**src/rtl/dalign_pkg.sv**
```systemverilog
// Package: shared size encoding and alignment rule for the alignment fault unit.
// Assumes size codes are fixed by the address generators: 00 byte, 01 half,
// 10 word; 11 is spare and is treated as a word.
package dalign_pkg;

    typedef enum logic [1:0] {
        SZ_BYTE = 2'b00,
        SZ_HALF = 2'b01,
        SZ_WORD = 2'b10,
        SZ_SPARE = 2'b11
    } acc_size_e;

    // Natural alignment rule on the two low address bits.
    function automatic logic is_misaligned(acc_size_e sz, logic [1:0] lo);
        logic mis;
        case (sz)
            SZ_BYTE: mis = 1'b0;
            SZ_HALF: mis = lo[0];
            default: mis = (lo != 2'b00);
        endcase
        return mis;
    endfunction

endpackage

```
**src/rtl/dalign_port_chk.sv**
```systemverilog
// Module: dalign_port_chk
// Checks one address-generator port for natural alignment.
// Assumes the address is a byte address. Only bits [1:0] matter for sizes up to a word.
module dalign_port_chk
    import dalign_pkg::*;
#(
    parameter int AW = 32
) (
    input  logic          vld,
    input  logic [AW-1:0] addr,
    input  logic [1:0]    size,
    output logic          fault
);

    // Flag a valid access whose low address bits break its size's alignment.
    always_comb begin
        fault = vld & is_misaligned(acc_size_e'(size), addr[1:0]);
    end

endmodule

```
**src/rtl/dalign_fault_select.sv**
```systemverilog
// Module: dalign_fault_select
// Merges per-port fault flags and picks the address to record.
// Assumes the lowest-numbered faulting port has priority.
module dalign_fault_select #(
    parameter int NP = 2,
    parameter int AW = 32
) (
    input  logic [NP-1:0]    port_fault,
    input  logic [NP*AW-1:0] port_addr,
    output logic             any_fault,
    output logic [AW-1:0]    sel_addr
);

    // Scan from the highest port down so the lowest faulting port wins last.
    always_comb begin
        any_fault = |port_fault;
        sel_addr  = '0;
        for (int p = NP - 1; p >= 0; p--) begin
            if (port_fault[p]) begin
                sel_addr = port_addr[p*AW +: AW];
            end
        end
    end

endmodule

```
**src/rtl/dalign_capture.sv**
```systemverilog
// Module: dalign_capture
// Holds the exception request, cause, fault address and return PC.
// Assumes a fault in the same cycle as a software write takes precedence.
// Synchronous active-low reset.
module dalign_capture #(
    parameter int          AW         = 32,
    parameter int          PCW        = 32,
    parameter int          CW         = 8,
    parameter logic [CW-1:0] CAUSE_CODE = 8'h24
) (
    input  logic           clk,
    input  logic           rst_n,
    input  logic           any_fault,
    input  logic [AW-1:0]  sel_addr,
    input  logic [PCW-1:0] instr_pc,
    input  logic           sw_fa_we,
    input  logic [AW-1:0]  sw_fa_data,
    output logic           exc_req,
    output logic [CW-1:0]  cause_q,
    output logic [AW-1:0]  fault_addr_q,
    output logic [PCW-1:0] ret_pc_q
);

    // Raise the exception request for the cycle after each faulting cycle.
    always_ff @(posedge clk) begin
        if (!rst_n) begin
            exc_req <= 1'b0;
        end else begin
            exc_req <= any_fault;
        end
    end

    // Load the cause code and return PC only when a fault is detected.
    always_ff @(posedge clk) begin
        if (!rst_n) begin
            cause_q  <= '0;
            ret_pc_q <= '0;
        end else if (any_fault) begin
            cause_q  <= CAUSE_CODE;
            ret_pc_q <= instr_pc;
        end
    end

    // Update the fault address from a fault first, else from software.
    always_ff @(posedge clk) begin
        if (!rst_n) begin
            fault_addr_q <= '0;
        end else if (any_fault) begin
            fault_addr_q <= sel_addr;
        end else if (sw_fa_we) begin
            fault_addr_q <= sw_fa_data;
        end
    end

endmodule

```
**src/rtl/dalign_fault_unit.sv**
```systemverilog
// Module: dalign_fault_unit (top)
// Checks every address-generator port for natural alignment. Any fault
// cancels all memory operations of the cycle and captures the fault state.
// Assumes all ports in one cycle belong to one instruction with PC instr_pc.
// Synchronous active-low reset.
module dalign_fault_unit #(
    parameter int            NP         = 2,
    parameter int            AW         = 32,
    parameter int            PCW        = 32,
    parameter int            CW         = 8,
    parameter logic [CW-1:0] CAUSE_CODE = 8'h24
) (
    input  logic             clk,
    input  logic             rst_n,
    input  logic [NP-1:0]    acc_vld,
    input  logic [NP*AW-1:0] acc_addr,
    input  logic [NP*2-1:0]  acc_size,
    input  logic [NP-1:0]    acc_wr,
    input  logic [PCW-1:0]   instr_pc,
    input  logic             sw_fa_we,
    input  logic [AW-1:0]    sw_fa_data,
    output logic [NP-1:0]    mem_req,
    output logic [NP-1:0]    mem_we,
    output logic [NP-1:0]    load_en,
    output logic             exc_req,
    output logic [CW-1:0]    cause_q,
    output logic [AW-1:0]    fault_addr_q,
    output logic [PCW-1:0]   ret_pc_q
);

    localparam int SZW = 2;

    logic [NP-1:0] port_fault;
    logic          any_fault;
    logic [AW-1:0] sel_addr;

    // One alignment checker per address-generator port.
    for (genvar p = 0; p < NP; p++) begin : g_port
        dalign_port_chk #(.AW(AW)) u_chk (
            .vld   (acc_vld[p]),
            .addr  (acc_addr[p*AW +: AW]),
            .size  (acc_size[p*SZW +: SZW]),
            .fault (port_fault[p])
        );
    end

    dalign_fault_select #(.NP(NP), .AW(AW)) u_sel (
        .port_fault (port_fault),
        .port_addr  (acc_addr),
        .any_fault  (any_fault),
        .sel_addr   (sel_addr)
    );

    dalign_capture #(
        .AW(AW), .PCW(PCW), .CW(CW), .CAUSE_CODE(CAUSE_CODE)
    ) u_cap (
        .clk          (clk),
        .rst_n        (rst_n),
        .any_fault    (any_fault),
        .sel_addr     (sel_addr),
        .instr_pc     (instr_pc),
        .sw_fa_we     (sw_fa_we),
        .sw_fa_data   (sw_fa_data),
        .exc_req      (exc_req),
        .cause_q      (cause_q),
        .fault_addr_q (fault_addr_q),
        .ret_pc_q     (ret_pc_q)
    );

    // Cancel every port's memory operation in a faulting cycle.
    always_comb begin
        mem_req = any_fault ? '0 : acc_vld;
        mem_we  = mem_req & acc_wr;
        load_en = mem_req & ~acc_wr;
    end

endmodule

```
**config.mk**
```make
export PLATFORM = sky130hd
export DESIGN_NAME = dalign_fault_unit
export DESIGN_NICKNAME = d
export VERILOG_FILES = /design/src/rtl/dalign_pkg.sv /design/src/rtl/dalign_port_chk.sv /design/src/rtl/dalign_fault_select.sv /design/src/rtl/dalign_capture.sv /design/src/rtl/dalign_fault_unit.sv
export SDC_FILE = /design/constraint.sdc
export NUM_CORES = 1
export LEC_CHECK = 0
export BUFFER_PORTS_ARGS = -buffer_cell sky130_fd_sc_hd__clkbuf_2
export CELL_PAD_IN_SITES_DETAIL_PLACEMENT = 1
export CELL_PAD_IN_SITES_GLOBAL_PLACEMENT = 1
export CORE_MARGIN = 2
export CORE_UTILIZATION = 34
export CTS_CLUSTER_SIZE = 12
export DETAILED_ROUTE_END_ITERATION = 8
export PLACE_DENSITY_LB_ADDON = 0.2
export SETUP_SLACK_MARGIN = 0.05
export SKIP_CTS_REPAIR_TIMING = 1
export SLEW_MARGIN = 10
export SYNTH_ARGS = -nofsm -noshare
export SYNTH_HDL_FRONTEND = slang
export SYNTH_HIERARCHICAL = 1
export SYNTH_SLANG_ARGS = --single-unit
```
**constraint.sdc**
```tcl
create_clock -name clk -period 2.3 [get_ports clk]
set_input_delay 0 -clock clk [delete_from_list [all_inputs] [get_ports clk]]
set_output_delay 0 -clock clk [all_outputs]
set_load 0.01 [all_outputs]
```
== After elaboration in Yosys (flattened, before gate mapping) ==
Cells that the tools add are included.

* Reduce and logical (&&, ||, !) cells: 6
* Equality and inequality tests: 2
* Multiplexer cells: 7
* Bitwise gates (word level): 5

{| class="wikitable"
|+ Operators by type and width
! operator !! number
|-
| two-way mux 32 bit || 4
|-
| nonzero test 2 bit || 3
|-
| AND 2 bit || 2
|-
| == test 2 x 1 -> 1 bit (second input constant) || 2
|-
| logical NOT 2 bit || 2
|-
| one-hot mux 1 bit (2 select lines) || 2
|-
| AND 1 bit || 2
|-
| two-way mux 2 bit || 1
|-
| inverter 2 bit || 1
|-
| OR reduction 2 bit || 1
|}

* Bits of input ports: 139
* Register bits after elaboration: 66
* Output and inout bits: 79

== Logic depth before layout (Yosys ltp) ==
* Depth in word-level cells: 6
* Mapped depth: 8
* Depth with buffers taken out: 6

== By module ==
The synthesis kept the hierarchy.

{| class="wikitable"
|+ By module, submodules not included
! module !! cells each !! area an instance (um2) !! times used !! seq. area each (um2)
|-
| dalign_capture || 258 || 3076.7 || 1 || 1321.3
|-
| dalign_fault_select || 45 || 367.9 || 1 || 0.0
|-
| dalign_fault_unit || 6 || 52.6 || 1 || 0.0
|-
| dalign_port_chk || 3 || 16.3 || 2 || 0.0
|}

== Worst setup path after synthesis ==
No wires, ideal clock.

* Path type: in2reg
* Start point: input port acc_size[0]
* End point: register u_cap.fault_addr_q[10]
* Setup slack: 842 ps
* Data required time: 2184 ps
* Arrival time: 1342 ps
* Library setup time: 116 ps
* Buffers on the path: 4
* Stages on the path: 8
* Cell sequence: o21ai_1 -> a21boi_1 -> buf_6 -> or2_2 -> buf_4 -> buf_2 -> buf_2 -> o211a_1

* Longest elaborated chain between the ends: 5

{| class="wikitable"
|+ Ends and longest elaborated chain
! what !! RTL line !! source
|-
| start, declared || dalign_fault_unit.sv:17 || <nowiki>input logic [NP*2-1:0] acc_size,</nowiki>
|-
| == test 2 x 1 -> 1 bit or logical NOT 2 bit (tied branches) || dalign_pkg.sv:16 || <nowiki>case (sz)</nowiki>
|-
| one-hot mux 1 bit (2 select lines) (*) || dalign_pkg.sv:16 ||
|-
| AND 1 bit (*) || dalign_port_chk.sv:17 || <nowiki>fault = vld & is_misaligned(acc_size_e'(size), addr[1:0]);</nowiki>
|-
| named net port_fault[0] || dalign_fault_unit.sv:33 || <nowiki>logic [NP-1:0] port_fault;</nowiki>
|-
| OR reduction 2 bit (*) || dalign_fault_select.sv:16 || <nowiki>any_fault = |port_fault;</nowiki>
|-
| named net any_fault || dalign_fault_unit.sv:34 || <nowiki>logic any_fault;</nowiki>
|-
| two-way mux 32 bit or nonzero test 2 bit (tied branches) || n/a ||
|-
| end signal, assigned || dalign_capture.sv:49 || <nowiki>fault_addr_q <= sel_addr;</nowiki>
|-
| end signal, assigned || dalign_capture.sv:51 || <nowiki>fault_addr_q <= sw_fa_data;</nowiki>
|-
| end, declared || dalign_capture.sv:20 || <nowiki>output logic [AW-1:0] fault_addr_q,</nowiki>
|}

The timed path passes the listed nets; every way through them passes the cells marked *.
A chain may end at the register's enable or synchronous reset.

== Final worst setup path ==
* Start point: input port acc_addr[0]
* End point: register u_cap.ret_pc_q[21]

* Longest elaborated chain between the ends: 4

{| class="wikitable"
|+ Ends and longest elaborated chain
! what !! RTL line !! source
|-
| start, declared || dalign_fault_unit.sv:16 || <nowiki>input logic [NP*AW-1:0] acc_addr,</nowiki>
|-
| nonzero test 2 bit || dalign_pkg.sv:19 || <nowiki>default: mis = (lo != 2'b00);</nowiki>
|-
| one-hot mux 1 bit (2 select lines) (*) || dalign_pkg.sv:16 ||
|-
| AND 1 bit (*) || dalign_port_chk.sv:17 ||
|-
| named net port_fault[0] || dalign_fault_unit.sv:33 ||
|-
| OR reduction 2 bit (*) || dalign_fault_select.sv:16 ||
|-
| named net any_fault || dalign_fault_unit.sv:34 ||
|-
| end signal, assigned || dalign_capture.sv:40 || <nowiki>ret_pc_q <= instr_pc;</nowiki>
|-
| end, declared || dalign_capture.sv:21 || <nowiki>output logic [PCW-1:0] ret_pc_q</nowiki>
|}

Marked as above.

==> impl_metrics.toml <==
[run_status]
status = "finished clean"

[worst_setup_path]
timing.rr.start = "u_cap/fault_addr_q[19]$_SDFFE_PN0P_"
cpLargestDelayFamily = "compound AO/OA/AOI/OAI gates"
crit_slowest_cell = "a21boi_4"
arrival_ps = 1830
end_kind = "flop"
worstPathCellList = "clkbuf_2 > o21ai_1 > a21boi_4 > or2_4 > buf_4 > mux2i_1 > nor2b_1"
max_stage_delay_ps = 510
reg2reg_to = "u_cap/fault_addr_q[19]$_SDFFE_PN0P_"
crit_buf_inv = 2
critPathLaunchType = "primary input"
reg2regPathDepth = 2
crit_type = "in2reg"
path_max_fanout = 32
worst-endpoint-required_ps = 2530
cp.depth = 7
r2r_slack_ps = 1410

[synth]
synth_cells = 315
synth.cell_area_um2 = 3530
synth-seq-cells = 66
yosysWarnings = 6
synth-edff-count = 0
ys.flop_type = "dfxtp_1"
yosys.area.top_type = "dfxtp_1"
ys_async_sr_fraction_pct = 0
ys_types = 25
syn_area_per_cell_um2 = 11.2
ys_seq_area_share_pct = 37.4
synth_area_leaders = "dfxtp_1 37%, mux2_4 13%, mux2i_1 9.1%"
synth_top_area_share_pct = 37.4

[clock_network]
clk_path_buf_depth = 2
tritoncts = "done"
cts-htree-levels = 3
clk-insertion-delay-late_ps = 330
cts_buffers = 9
clock_sinks = 66
cts-root-buf = "clkbuf_8"
clk_pin_slew_worst_paths_ps = 80

[final_layout]
fin_util_pct = 50.3
final_layout_size_suffix_gt1_share_pct = 49.5
multiInputGateArea_um2 = 1970
syn_to_final_growth_pct = 45.2
layout_common_cells = "211 x clkbuf_2, 66 x dfxtp_1, 33 x dlygate4sd3_1"
layout.nets = 686
final_common_cell = "clkbuf_2"
fillerInstances = 1205
regArea_um2 = 1320
diodes = 0

[detailed_routing]
wl_met3_um = 862
wl_met2_mm = 6.03
first_pass_iters = 4
drt-total-wl_mm = 11.5
wl_met1_mm = 4.44
wire_per_inst_um = 16.8
vias = 3276
ant_nets = 0
viasPerCell = 4.77
top_layer = "met4"
drcViolationCount = 0
dr.first_iter.drc_count = 46

[place]
gp_congestion = 0.743
portBuffers = 211
dp_hpwl_mm = 7.99

[sta]
worst_pin_slew_ps = 780
fin_skew_ps = 0
finalMaxSlewViolations = 0
setup-violations-final = 0
setup_tns_ps = 0
fin_crit_ps = 1600
slew_headroom_pct = 47.9
hold_viol_final = 0
fmax_ghz = 0.625
hold_ws_ps = 13.3
rsz0062_at_grt = "no"
timing.final.crit_share_pct = 69.6

[pwr]
peakVddDrop_uv = 327
powerDensity_nw_per_um2 = 605
p_leak_nw = 2.86

[grt]
antenna_found_initial = 0
grt_first_pass_wirelength_mm = 16.2
grt_overflow = 0
track_usage_pct = 18.4
grt_max_degree = 67
grt_pass1_vias = 3344

[die]
core-area_um2 = 10200
rows = 37
dieArea_um2 = 11200
die_x_um = 106
initial_core_util_pct = 34.7
die_height_um = 106
pin_count = 218

[hold_path]
holdCritPathClass = "in2reg"
hold_path_depth = 3
hold_start = "sw_fa_data[29]"
holdPathEnd = "u_cap/fault_addr_q[29]$_SDFFE_PN0P_"

[flow_run]
maxCapViolations = 0
## registers in the layout, indices dropped and copies added (netlist names)
| register | flops |
|---|---|
| u_cap/cause_q | 1 |
| u_cap/exc_req | 1 |
| u_cap/fault_addr_q | 32 |
| u_cap/ret_pc_q | 32 |
## metal layers
metal  up-vias  global-route usage [%]
met2       138                    33.2
met3        17                    6.19
met4         0                    5.64
met5         -                       0
met1      1547                    20.4
li1       1574                       -
## worst max path at each step
stage / end / slack (ps) / start
4_1_cts: mem_req[0] / 680 / acc_addr[0]
3_5_place_dp: u_cap/fault_addr_q[21]$_SDFFE_PN0P_ / 330 / acc_addr[0]
3_3_place_gp: u_cap/fault_addr_q[16]$_SDFFE_PN0P_ / 400 / acc_addr[0]
5_1_grt: mem_req[0] / 580 / acc_addr[0]
2_1_floorplan: u_cap/fault_addr_q[10]$_SDFFE_PN0P_ / 840 / acc_size[0]
6_report: u_cap/ret_pc_q[21]$_SDFFE_PN0P_ / 700 / acc_addr[0]
## worst min-delay path: stages
cell	delay [ps]
clkbuf_2	80
mux2_4	130
o211a_1	120
## through the flow
step           setup WS, ps  std cells  power (mW)  instance area (um2)
5_1_grt                 578        687        3.28                 5120
3_5_place_dp            333        638        2.11                 4580
4_1_cts                 681        653        3.10                 4770
6_report                699        687        3.10                 5120
3_3_place_gp            403        638        2.09                 4580
2_1_floorplan           842        320        1.82                 3550
## cells in the mapped netlist, drive strengths merged, types with 2 or more instances
cell,instances
and2b,2
buf,27
dfxtp,66
mux2,32
nor3b,2
a22o,30
nor2b,33
nand2,6
a21boi,2
clkbuf,9
or2b,9
o21ai,4
o211a,32
mux2i,32
nand2b,23
and3b,2
## report_power, final
part           internal [mW]  switching, mW  total (mW)  leakage (nW)
combinational          0.459          0.371       0.830          2.22
sequential              1.24         0.0574        1.30         0.546
clock                  0.520          0.449       0.969        0.0941
total                   2.22          0.877        3.10          2.86
## kinds of logic after synthesis
| kind of cell | count (synthesis) | share of synthesized area, % |
|---|---|---|
| muxes | 64 | 22.5 |
| AOI/OAI and AO/OA | 69 | 17.7 |
| buffers and inverters | 36 | 7.73 |
| DFF | 66 | 37.4 |
| and+or+nand+nor | 79 | 14.5 |
| other | 1 | 0.106 |
## layout make-up
cell class	instances	share of cell area (%)
clock buffer	10	2.69
clock inverter	5	1.07
multi-input combinational	218	38.4
sequential	66	25.8
tap	136	3.32
timing repair buffer	252	28.7
Power figures use the tool's default switching activity.
